===== src/rtl/txbd_pkg.sv =====
package txbd_pkg;

   typedef enum logic [1:0] {
      ST_IDLE  = 2'd0,
      ST_WAIT  = 2'd1,
      ST_FETCH = 2'd2,
      ST_SEND  = 2'd3
   } txbd_state_e;

   // status word layout
   localparam int LEN_HI   = 31;
   localparam int LEN_LO   = 16;
   localparam int BIT_RDY  = 15;
   localparam int BIT_IRQ  = 14;
   localparam int BIT_WRAP = 13;
   localparam int BIT_PAD  = 12;
   localparam int BIT_CRC  = 11;
   localparam int BIT_LAST = 10;

   // ready, no-carrier, underrun, retry[7:4], retransmit, defer, collision
   localparam logic [31:0] WB_CLEAR = 32'h0000_83FB;

endpackage


===== src/rtl/txbd_cfg.sv =====
// Per-frame limit and CRC resolution from descriptor flags and mode bits.
module txbd_cfg
   import txbd_pkg::*;
#(
   parameter int BUF_BYTES = 64
)(
   input  logic [31:0] stat,
   input  logic        pad_mode,
   input  logic        crc_mode,
   input  logic        huge_mode,
   input  logic [15:0] min_len,
   input  logic [15:0] max_len,
   output logic [15:0] f_min,
   output logic [15:0] f_max,
   output logic [15:0] f_total,
   output logic        f_crc,
   output logic        f_bad
);
   logic [15:0] len;

   always_comb begin
      len     = stat[LEN_HI:LEN_LO];
      f_min   = (stat[BIT_PAD] | pad_mode) ? min_len : len;
      f_max   = huge_mode ? len : max_len;
      f_crc   = crc_mode | (stat[BIT_CRC] & stat[BIT_LAST]);
      f_bad   = (len > f_max) || (32'(len) > BUF_BYTES);
      f_total = (f_min > len) ? f_min : len;
   end

endmodule


===== src/rtl/txbd_buf.sv =====
// Word-written, byte-read packet buffer with a selectable lane order.
module txbd_buf #(
   parameter int WORDS     = 16,
   parameter bit MSB_FIRST = 1'b1,
   localparam int BAW      = $clog2(WORDS * 4)
)(
   input  logic           clk,
   input  logic           we,
   input  logic [BAW-3:0] waddr,
   input  logic [31:0]    wdata,
   input  logic [BAW-1:0] ridx,
   output logic [7:0]     rbyte
);
   logic [31:0] mem [WORDS];
   logic [31:0] word;
   logic [1:0]  lane;

   always_ff @(posedge clk) begin
      if (we) mem[waddr] <= wdata;
   end

   assign word = mem[ridx[BAW-1:2]];

   generate
      if (MSB_FIRST) begin : g_msb
         assign lane = ~ridx[1:0];
      end else begin : g_lsb
         assign lane = ridx[1:0];
      end
   endgenerate

   assign rbyte = word[8*lane +: 8];

endmodule


===== src/rtl/txbd_ring.sv =====
// Descriptor ring index: steps by one word pair, wraps on flag or limit.
module txbd_ring #(
   parameter int DESC_WORDS = 16,
   localparam int IDX_W     = $clog2(DESC_WORDS)
)(
   input  logic             clk,
   input  logic             rst_n,
   input  logic             step,
   input  logic             wrap,
   output logic [IDX_W-1:0] idx
);
   localparam logic [IDX_W-1:0] LAST_PAIR = IDX_W'(DESC_WORDS - 2);

   always_ff @(posedge clk or negedge rst_n) begin
      if (!rst_n)
         idx <= '0;
      else if (step)
         idx <= (wrap || idx >= LAST_PAIR) ? '0 : idx + IDX_W'(2);
   end

   assert_idx_even_R12: assert property (@(posedge clk) disable iff (!rst_n)
      !idx[0] && (32'(idx) < DESC_WORDS));

endmodule


===== src/rtl/txbd_engine.sv =====
module txbd_engine
   import txbd_pkg::*;
#(
   parameter int DESC_WORDS = 16,
   parameter int BUF_WORDS  = 16,
   localparam int IDX_W     = $clog2(DESC_WORDS)
)(
   input  logic             clk,
   input  logic             rst_n,
   input  logic             tx_en,
   input  logic             pad_mode,
   input  logic             crc_mode,
   input  logic             huge_mode,
   input  logic [15:0]      min_len,
   input  logic [15:0]      max_len,
   input  logic             mask_ok,
   input  logic             mask_err,
   output logic [IDX_W-1:0] desc_addr,
   input  logic [31:0]      desc_stat,
   input  logic [31:0]      desc_ptr,
   output logic             desc_we,
   output logic [31:0]      desc_wdata,
   output logic             mem_req,
   output logic [31:0]      mem_addr,
   input  logic             mem_ack,
   input  logic [31:0]      mem_rdata,
   output logic             tx_valid,
   output logic [7:0]       tx_data,
   output logic             tx_last,
   output logic [15:0]      frame_min,
   output logic [15:0]      frame_max,
   output logic             frame_crc,
   output logic             src_ok,
   output logic             src_err,
   output logic             irq
);
   localparam int BUF_BYTES = BUF_WORDS * 4;
   localparam int BAW       = $clog2(BUF_BYTES);

   generate
      if (DESC_WORDS < 4 || (DESC_WORDS % 2) != 0) begin : g_chk_desc
         $error("DESC_WORDS must be even and at least 4");
      end
      if (BUF_WORDS < 1 || (1 << $clog2(BUF_WORDS)) != BUF_WORDS) begin : g_chk_buf
         $error("BUF_WORDS must be a power of two");
      end
   endgenerate

   txbd_state_e state_q;
   logic [31:0] stat_q, ptr_q;
   logic [15:0] len_q, total_q, cnt_q;
   logic [16:0] off_q;
   logic        bad_q;

   logic [15:0] c_min, c_max, c_total;
   logic        c_crc, c_bad;
   logic        fetch_go, sending, finish;
   logic [7:0]  buf_byte;

   txbd_cfg #(.BUF_BYTES(BUF_BYTES)) u_cfg (
      .stat(desc_stat), .pad_mode(pad_mode), .crc_mode(crc_mode),
      .huge_mode(huge_mode), .min_len(min_len), .max_len(max_len),
      .f_min(c_min), .f_max(c_max), .f_total(c_total),
      .f_crc(c_crc), .f_bad(c_bad)
   );

   txbd_buf #(.WORDS(BUF_WORDS), .MSB_FIRST(1'b1)) u_buf (
      .clk(clk), .we(fetch_go), .waddr(off_q[BAW-1:2]), .wdata(mem_rdata),
      .ridx(cnt_q[BAW-1:0]), .rbyte(buf_byte)
   );

   txbd_ring #(.DESC_WORDS(DESC_WORDS)) u_ring (
      .clk(clk), .rst_n(rst_n), .step(finish),
      .wrap(stat_q[BIT_WRAP]), .idx(desc_addr)
   );

   always_comb begin
      mem_req    = (state_q == ST_FETCH) && (off_q < {1'b0, len_q});
      mem_addr   = ptr_q + 32'(off_q);
      fetch_go   = mem_req && mem_ack;
      sending    = (state_q == ST_SEND) && (cnt_q < total_q);
      finish     = (state_q == ST_SEND) && !sending;
      tx_valid   = sending;
      tx_data    = (cnt_q < len_q) ? buf_byte : 8'h00;
      tx_last    = sending && (cnt_q == total_q - 16'd1);
      desc_we    = finish;
      desc_wdata = stat_q & ~WB_CLEAR;
      src_ok     = finish && !bad_q;
      src_err    = finish && bad_q;
      irq        = finish && (mask_ok || mask_err);
   end

   always_ff @(posedge clk or negedge rst_n) begin
      if (!rst_n) begin
         state_q   <= ST_IDLE;
         stat_q    <= '0;
         ptr_q     <= '0;
         len_q     <= '0;
         total_q   <= '0;
         cnt_q     <= '0;
         off_q     <= '0;
         bad_q     <= 1'b0;
         frame_min <= '0;
         frame_max <= '0;
         frame_crc <= 1'b0;
      end else begin
         unique case (state_q)
            ST_IDLE: if (tx_en) state_q <= ST_WAIT;
            ST_WAIT: begin
               if (desc_stat[BIT_RDY]) begin
                  stat_q    <= desc_stat;
                  ptr_q     <= desc_ptr;
                  len_q     <= desc_stat[LEN_HI:LEN_LO];
                  frame_min <= c_min;
                  frame_max <= c_max;
                  frame_crc <= c_crc;
                  bad_q     <= c_bad;
                  total_q   <= c_bad ? 16'd0 : c_total;
                  off_q     <= '0;
                  cnt_q     <= '0;
                  state_q   <= c_bad ? ST_SEND : ST_FETCH;
               end else if (!tx_en) begin
                  state_q <= ST_IDLE;
               end
            end
            ST_FETCH: begin
               if (fetch_go)      off_q   <= off_q + 17'd4;
               else if (!mem_req) state_q <= ST_SEND;
            end
            ST_SEND: begin
               if (sending) cnt_q   <= cnt_q + 16'd1;
               else         state_q <= ST_IDLE;
            end
            default: state_q <= ST_IDLE;
         endcase
      end
   end

   assert_fetch_hold_R4: assert property (@(posedge clk) disable iff (!rst_n)
      (mem_req && !mem_ack) |=> (mem_req && $stable(mem_addr)));

   assert_no_overlap_R5: assert property (@(posedge clk) disable iff (!rst_n)
      tx_valid |-> (!mem_req && !desc_we));

   assert_last_ends_R5: assert property (@(posedge clk) disable iff (!rst_n)
      tx_last |=> !tx_valid);

   assert_bad_silent_R7: assert property (@(posedge clk) disable iff (!rst_n)
      src_err |-> !$past(tx_valid));

   assert_one_source_R10: assert property (@(posedge clk) disable iff (!rst_n)
      desc_we |-> $onehot({src_ok, src_err}));

   assert_drop_to_idle_R2: assert property (@(posedge clk) disable iff (!rst_n)
      (state_q == ST_WAIT && !tx_en && !desc_stat[BIT_RDY]) |=> (state_q == ST_IDLE));

endmodule


===== config.mk =====
export PLATFORM = sky130hd
export DESIGN_NAME = txbd_engine
export DESIGN_NICKNAME = d
export VERILOG_FILES = /design/src/rtl/txbd_pkg.sv /design/src/rtl/txbd_cfg.sv /design/src/rtl/txbd_buf.sv /design/src/rtl/txbd_ring.sv /design/src/rtl/txbd_engine.sv
export SDC_FILE = /design/constraint.sdc
export NUM_CORES = 1
export LEC_CHECK = 0
export BUFFER_PORTS_ARGS = -buffer_cell sky130_fd_sc_hd__buf_2
export CORE_MARGIN = 2
export CORE_UTILIZATION = 60
export DETAILED_ROUTE_END_ITERATION = 10
export HOLD_SLACK_MARGIN = 0.06
export PLACE_DENSITY = 0.8
export SKIP_CTS_REPAIR_TIMING = 1
export SLEW_MARGIN = 20
export SYNTH_ARGS = -nofsm -noshare
export SYNTH_HDL_FRONTEND = slang
export SYNTH_SLANG_ARGS = --single-unit

===== constraint.sdc =====
create_clock -name clk -period 7.15 [get_ports clk]
set_input_delay 1.43 -clock clk [delete_from_list [all_inputs] [get_ports clk]]
set_output_delay 1.43 -clock clk [all_outputs]
set_load 0.1 [all_outputs]

==> results.md, run 1 <==
- Final hold violations: 0
- Initial antenna violation count: 6
- Final core utilization: 69.4%
- CTS buffer count: 67
- First-pass GRT wire length: 112000 µm
- Final setup fails: 0
- WL met3: 6110 µm
- Ys async rst share: 21.5%
- Vias in the first global route: 18800
- Clk root buf: clkbuf_16
- FF+latch count, synth: 652
- CTS Sinks: 652
- Die height: 225 µm
- Post-Route Skew: 0.0352 ns
- Remaining DRCs: 0
- Slew @ Worst Pin: 1.22 ns
- Top Family by Delay on Critical Path: compound AO/OA/AOI/OAI gates
- Post-synth EDFFs: 512
- Max-Slew Margin vs Limit: 18.6%
- GRT overflow: 0
- Minimum clock period after layout: 6.05 ns
- Synthesized area per cell: 14.9 µm²
- RSZ-0062 raised after global routing: no
- Final net count: 2424
- Layout area overhead: 13.7%
- Top achievable clock speed: 165 MHz
- Layout cell share with drive strength beyond 1: 24.1%
- Critical Path Sink Type: output pin
- DRT antenna net count: 0
- Final WL: 75500 µm
- Critical path class: flop to output pin
- Status: finished, final reports clean
- Starting Density: 61.0%
- TNS Setup: 0 ns
- Post-synth cell types: 71
- Total Power: 13.1 mW
- H-tree depth: 3
- Number of vias in the routed layout: 18800
- TritonCTS clock tree: built
- Synthesized area: 29200 µm²
- Yosys top cell by area: edfxtp_1
- Part of the cycle the worst path needs: 84.6%
- Seq. cell area: 18900 µm²
- Worst Path Required: 5.72 ns
- Synth Instances: 1965
- I/O Pins: 253
- CP startpoint kind: flop
- LEAKAGE: 12.6 nW
- Synthesis Warnings: 0
- Top sig layer: met5
- PortBufs: 232
- Commonest non-fill, non-tap cells in the layout: edfxtp_1 (512), nand2_1 (235), buf_2 (231)
- Ys flop type: edfxtp_1
- Die Wd: 225 µm
- Largest net degree at the start of global routing: 106
- Routability congestion estimate: 0.863
- Fillers: 2996
- Gr usage total: 30.2%
- Synth top area share: 52.6%
- Die area: 50500 µm²
- Final count of pins violating max slew: 0
- Worst path arrival time: 4.62 ns
- Worst hold slack: 0.472 ns
- Final Cell Area: 33200 µm²
- Met1 Wirelength: 28600 µm
- Core box area: 47800 µm²
- Iter 0 DRT Violations: 2026
- Row count: 80
- Max Cap Viol: 0
- Commonest non-fill, non-tap cell in the layout: edfxtp_1
- Placement Cell Area: 31000 µm²
- Hold Path Class: flop to flop
- Clk Latency, worst-skew pair: 0.63 ns
- Power density cells: 394 nW/µm²
- Footprint of the multi-input gates: 9630 µm²
- Critical path, cell by cell: inv_1 -> nor2_2 -> a22oi_1 -> nand3_1 -> o21ai_0 -> a2111oi_0 -> buf_2
- Final HPWL DP: 42700 µm
- Dominant cells by area after synthesis: edfxtp_1 (53%), dfrtp_1 (12%), mux4_2 (9.9%)
- Peak supply drop: 0.394 mV
- Clk buf depth: 3
- WL/cell: 26.4 µm
- Clock-pin slew on the worst setup and hold paths: 0.06 ns
- CP Max Fanout: 16
- Routed vias/inst: 6.58
- Met2 WL: 37400 µm
- Crit-path max cell delay: 0.92 ns
- Pre-antenna DRT Iters: 5
- CP max stage cell: nor2_2
- Buf/Inv on CP: 2
- Seq/Total Area, Yosys: 64.6%
-- report_power, final --
group	internal [mW]	switching, mW	leakage, nW	total (mW)
combinational	1.02	3.71	5.14	4.73
clock	2.07	1.49	1.07	3.56
sequential	4.48	0.313	6.42	4.79
total	7.57	5.51	12.6	13.1
-- worst min-delay path: stages (launching register included) --
cell     delay, ns
dfrtp_1       0.33
nand2_1       0.05
nand2_1       0.06
-- layout make-up --
cell class | count | area share (%)
Tap cell | 615 | 2.32
Multi-Input combinational cell | 1126 | 29.0
Inverter | 80 | 0.904
Clock inverter | 35 | 1.17
Timing Repair Buffer | 261 | 4.21
Sequential cell | 652 | 56.9
Clock buffer | 85 | 5.50
Antenna cell | 4 | 0.0301
-- kinds of logic (layout without fill, tap and decap cells) --
logic type | count (synthesis) | in the layout | synth area share [%]
buf+inv | 197 | 461 | 2.93
other cells | 1 | 15 | 0.0128
flops | 652 | 652 | 64.6
compound gates | 312 | 312 | 7.36
fa+ha+maj | 99 | 99 | 4.24
mux | 169 | 169 | 11.3
xor+xnor | 50 | 50 | 1.50
simple gates | 485 | 485 | 8.02
-- final timing paths --
check | endpoint | slack, ns | cells after the start | from
worst max-delay path | tx_data[3] | 1.10 | 7 | cnt_q[0]
max in group asynchronous | cnt_q[2] | 4.84 | 2 | rst_n
worst min register to register | stat_q[12] | 0.47 | 2 | stat_q[12]
min in group asynchronous | stat_q[13] | 0.82 | 1 | rst_n
worst max register to register | u_buf.mem[5][14] | 3.33 | 8 | off_q[4]
worst min-delay path | stat_q[12] | 0.47 | 2 | stat_q[12]
-- Yosys cell counts, types with 3 or more instances --
library cell and number:
edfxtp_1 512, nand2_1 235, dfrtp_1 140, mux4_2 128
ha_1 99, o21ai_0 84, inv_1 79, clkbuf_1 62
a22oi_1 50, a21oi_1 46, nor2_1 46, mux2i_1 39
nand3_1 35, buf_2 29, nand4_1 27, xor2_1 26
xnor2_1 24, and3_1 23, a211oi_1 20, or2_2 17
a32o_1 16, nor3_1 16, a21o_1 15, buf_4 14
nor2b_1 14, or3_1 12, nand2b_1 11, and2_1 10
and4_1 10, a2111oi_0 9, a221oi_1 9, a22o_1 9
nor4_1 9, buf_1 8, a31oi_1 7, o31ai_1 7
o211ai_1 6, or4_1 6, nor3b_1 5, a211o_1 4
a21boi_0 4, o21a_1 4, a41o_1 3, o22ai_1 3
-- through the flow --
stage | std cells | setup WS [ns]
floorplan | 1975 | -1.09
global placement | 2733 | 1.86
detailed placement | 2733 | 1.70
CTS | 2853 | 1.00
global route | 2856 | 1.10
finish | 2858 | 1.10
-- sequential cells by signal, indices dropped and copies added, names as in the netlist, 2 cells and up --
name and count:
u_buf.mem 512, total_q 16, frame_min 16, stat_q 22, u_ring.idx 3, ptr_q 32, cnt_q 16, frame_max 16
state_q 2, off_q 15
-- metal layers --
layer  track usage, %  up-vias
met1             38.7     9443
met4             15.0        4
li1                 -     8036
met5                0        -
met2             50.2     1085
met3             5.41      224
Note: power is estimated with default switching activity, not from simulation.
==> run 2, diff against run 1 <==
--- a/config.mk
+++ b/config.mk
@@ -7,10 +7,10 @@
 export LEC_CHECK = 0
 export BUFFER_PORTS_ARGS = -buffer_cell sky130_fd_sc_hd__buf_2
 export CORE_MARGIN = 2
-export CORE_UTILIZATION = 60
+export CORE_UTILIZATION = 54
 export DETAILED_ROUTE_END_ITERATION = 10
 export HOLD_SLACK_MARGIN = 0.06
-export PLACE_DENSITY = 0.8
+export PLACE_DENSITY = 0.76
 export SKIP_CTS_REPAIR_TIMING = 1
 export SLEW_MARGIN = 20
 export SYNTH_ARGS = -nofsm -noshare
==> constraint.sdc (replaced) <==
create_clock -name clk -period 5.5 [get_ports clk]
set_input_delay 1.1 -clock clk [delete_from_list [all_inputs] [get_ports clk]]
set_output_delay 1.1 -clock clk [all_outputs]
set_load 0.1 [all_outputs]
==> run 2 against run 1 <==
Sequential power increased by 29%. Worst setup slack got worse by 0.68 ns. Design area increased by 0.85%. Sequential cell count unchanged. Clock skew increased by 0.010 ns.
==> results.md, run 2 (synthesized netlist as in run 1, its figures left out) <==
- Layout area overhead: 14.7% (was 13.7%)
- Pre-antenna DRT Iters: 6 (was 5)
- Final net count: 2442 (was 2424)
- Power density cells: 508 nW/µm² (was 394 nW/µm²)
- Largest Register: u_buf.mem (unchanged)
- Core box area: 53600 µm² (was 47800 µm²)
- LEAKAGE: 12.7 nW (was 12.6 nW)
- CP startpoint kind: flop (unchanged)
- Final hold violations: 0 (unchanged)
- Max-Slew Margin vs Limit: 24.1% (was 18.6%)
- Die height: 237 µm (was 225 µm)
- Row count: 85 (was 80)
- Critical path class: flop to output pin (unchanged)
- Clk root buf: clkbuf_16 (unchanged)
- Worst path arrival time: 3.98 ns (was 4.62 ns)
- Slew @ Worst Pin: 1.14 ns (was 1.22 ns)
- Routability congestion estimate: 0.848 (was 0.863)
- TNS Setup: 0 ns (unchanged)
- PortBufs: 232 (unchanged)
- Largest register FFs: 512 (unchanged)
- Critical Path Sink Type: output pin (unchanged)
- Peak supply drop: 0.569 mV (was 0.394 mV)
- Seq. cell area: 18900 µm² (unchanged)
- Final count of pins violating max slew: 0 (unchanged)
- WL/cell: 24.8 µm (was 26.4 µm)
- Minimum clock period after layout: 5.08 ns
- Worst Path Required: 4.40 ns (was 5.72 ns)
- Hold Path Class: flop to flop (unchanged)
- Die Wd: 237 µm (was 225 µm)
- Post-Route Skew: 0.0453 ns (was 0.0352 ns)
- I/O Pins: 253 (unchanged)
- RSZ-0062 raised after global routing: no (unchanged)
- Die area: 56000 µm² (was 50500 µm²)
- Remaining DRCs: 0 (unchanged)
- First-pass GRT wire length: 112000 µm (about the same)
- Final setup fails: 0 (unchanged)
- Clk Latency, worst-skew pair: 0.63 ns (about the same)
- Top flop regs: u_buf.mem x512, ptr_q x32, stat_q x22 (unchanged)
- Placement Cell Area: 31300 µm² (was 31000 µm²)
- Final WL: 73300 µm (was 75500 µm)
- DRT antenna net count: 0 (unchanged)
- Worst hold slack: 0.471 ns (was 0.472 ns)
- GRT overflow: 0 (unchanged)
- Final Cell Area: 33500 µm² (was 33200 µm²)
- Largest net degree at the start of global routing: 96 (was 106)
- Iter 0 DRT Violations: 2018 (was 2026)
- Clk buf depth: 3 (unchanged)
- Part of the cycle the worst path needs: 92.3%
- Initial antenna violation count: 3 (was 6)
- CTS buffer count: 69 (was 67)
- CTS Sinks: 652 (unchanged)
- Status: finished, final reports clean (unchanged)
- Gr usage total: 26.4% (was 30.2%)
- Max Cap Viol: 0 (unchanged)
- Layout cell share with drive strength beyond 1: 24.6% (was 24.1%)
- Starting Density: 54.5% (was 61.0%)
- CP Max Fanout: 31 (was 16)
- Top achievable clock speed: 197 MHz
- Number of vias in the routed layout: 18600 (was 18800)
- Commonest non-fill, non-tap cell in the layout: edfxtp_1 (unchanged)
- H-tree depth: 3 (unchanged)
- Vias in the first global route: 18800 (about the same)
- Routed vias/inst: 6.28 (was 6.58)
- Commonest non-fill, non-tap cells in the layout: edfxtp_1 (512), nand2_1 (235), buf_2 (231) (unchanged)
- Footprint of the multi-input gates: 9650 µm² (was 9630 µm²)
- Clock-pin slew on the worst setup and hold paths: 0.06 ns (about the same)
- Final HPWL DP: 43900 µm (was 42700 µm)
- Final core utilization: 62.5% (was 69.4%)
- Fillers: 3782 (was 2996)
- TritonCTS clock tree: built (unchanged)
==> run 2: cell types whose count changed in the layout (fill, tap and decap cells not counted), sizes merged <==
cell    change
clkinv      +8
clkbuf      -6
buf        +17
diode       -1
inv         +1
bufinv      -3
==> run 2: layout make-up <==
cell class              instances  area share, %
flip-flops and latches        652           56.4
multi-input cells            1126           28.8
clock buffers                  80           5.37
repair buffers                277           4.64
well taps                     696           2.60
clock inverters                41           1.26
inverters                      80          0.896
diodes                          3         0.0224
==> run 2: critical path, stage by stage, from the launching register on <==
cell and delay, ns:
dfrtp_4 0.84, buf_4 0.48, mux4_2 0.29, a22o_1 0.16, a221oi_1 0.10, a2111oi_1 0.90
buf_2 0.57
==> run 2: path summary, 6_finish.rpt <==
kind | endpoint | from | slack, ns | cells past startpoint
setup / recovery | tx_data[4] | cnt_q[2] | 0.42 | 6
hold / removal | stat_q[14] | stat_q[14] | 0.47 | 2
setup reg to reg | u_buf.mem[12][8] | off_q[4] | 1.84 | 9
hold reg to reg | stat_q[14] | stat_q[14] | 0.47 | 2
max in group asynchronous | cnt_q[2] | rst_n | 3.70 | 2
min in group asynchronous | stat_q[11] | rst_n | 0.55 | 1
==> run 2: metal layers <==
layer / GRT usage, % / wire [µm]
met5: 0 / 13
met4: 9.21 / 2270
met3: 4.72 / 6210
met2: 45.3 / 37000
met1: 34.0 / 27800
==> run 2: where the power goes <==
part | switching, mW | leakage (nW) | internal [mW]
Clock | 1.99 | 1.07 | 2.57
Combinational | 4.87 | 5.23 | 1.38
Sequential | 0.365 | 6.42 | 5.82
==> run 2: stage by stage <==
stage | instances | total power [mW] | setup WS, ns
floorplan | 1975 | 11.1 | -1.06
global placement | 2831 | 12.4 | 1.06
detailed placement | 2831 | 12.5 | 1.07
CTS | 2952 | 17.1 | 0.363
global route | 2953 | 17.6 | 0.208
finish | 2955 | 17.0 | 0.422
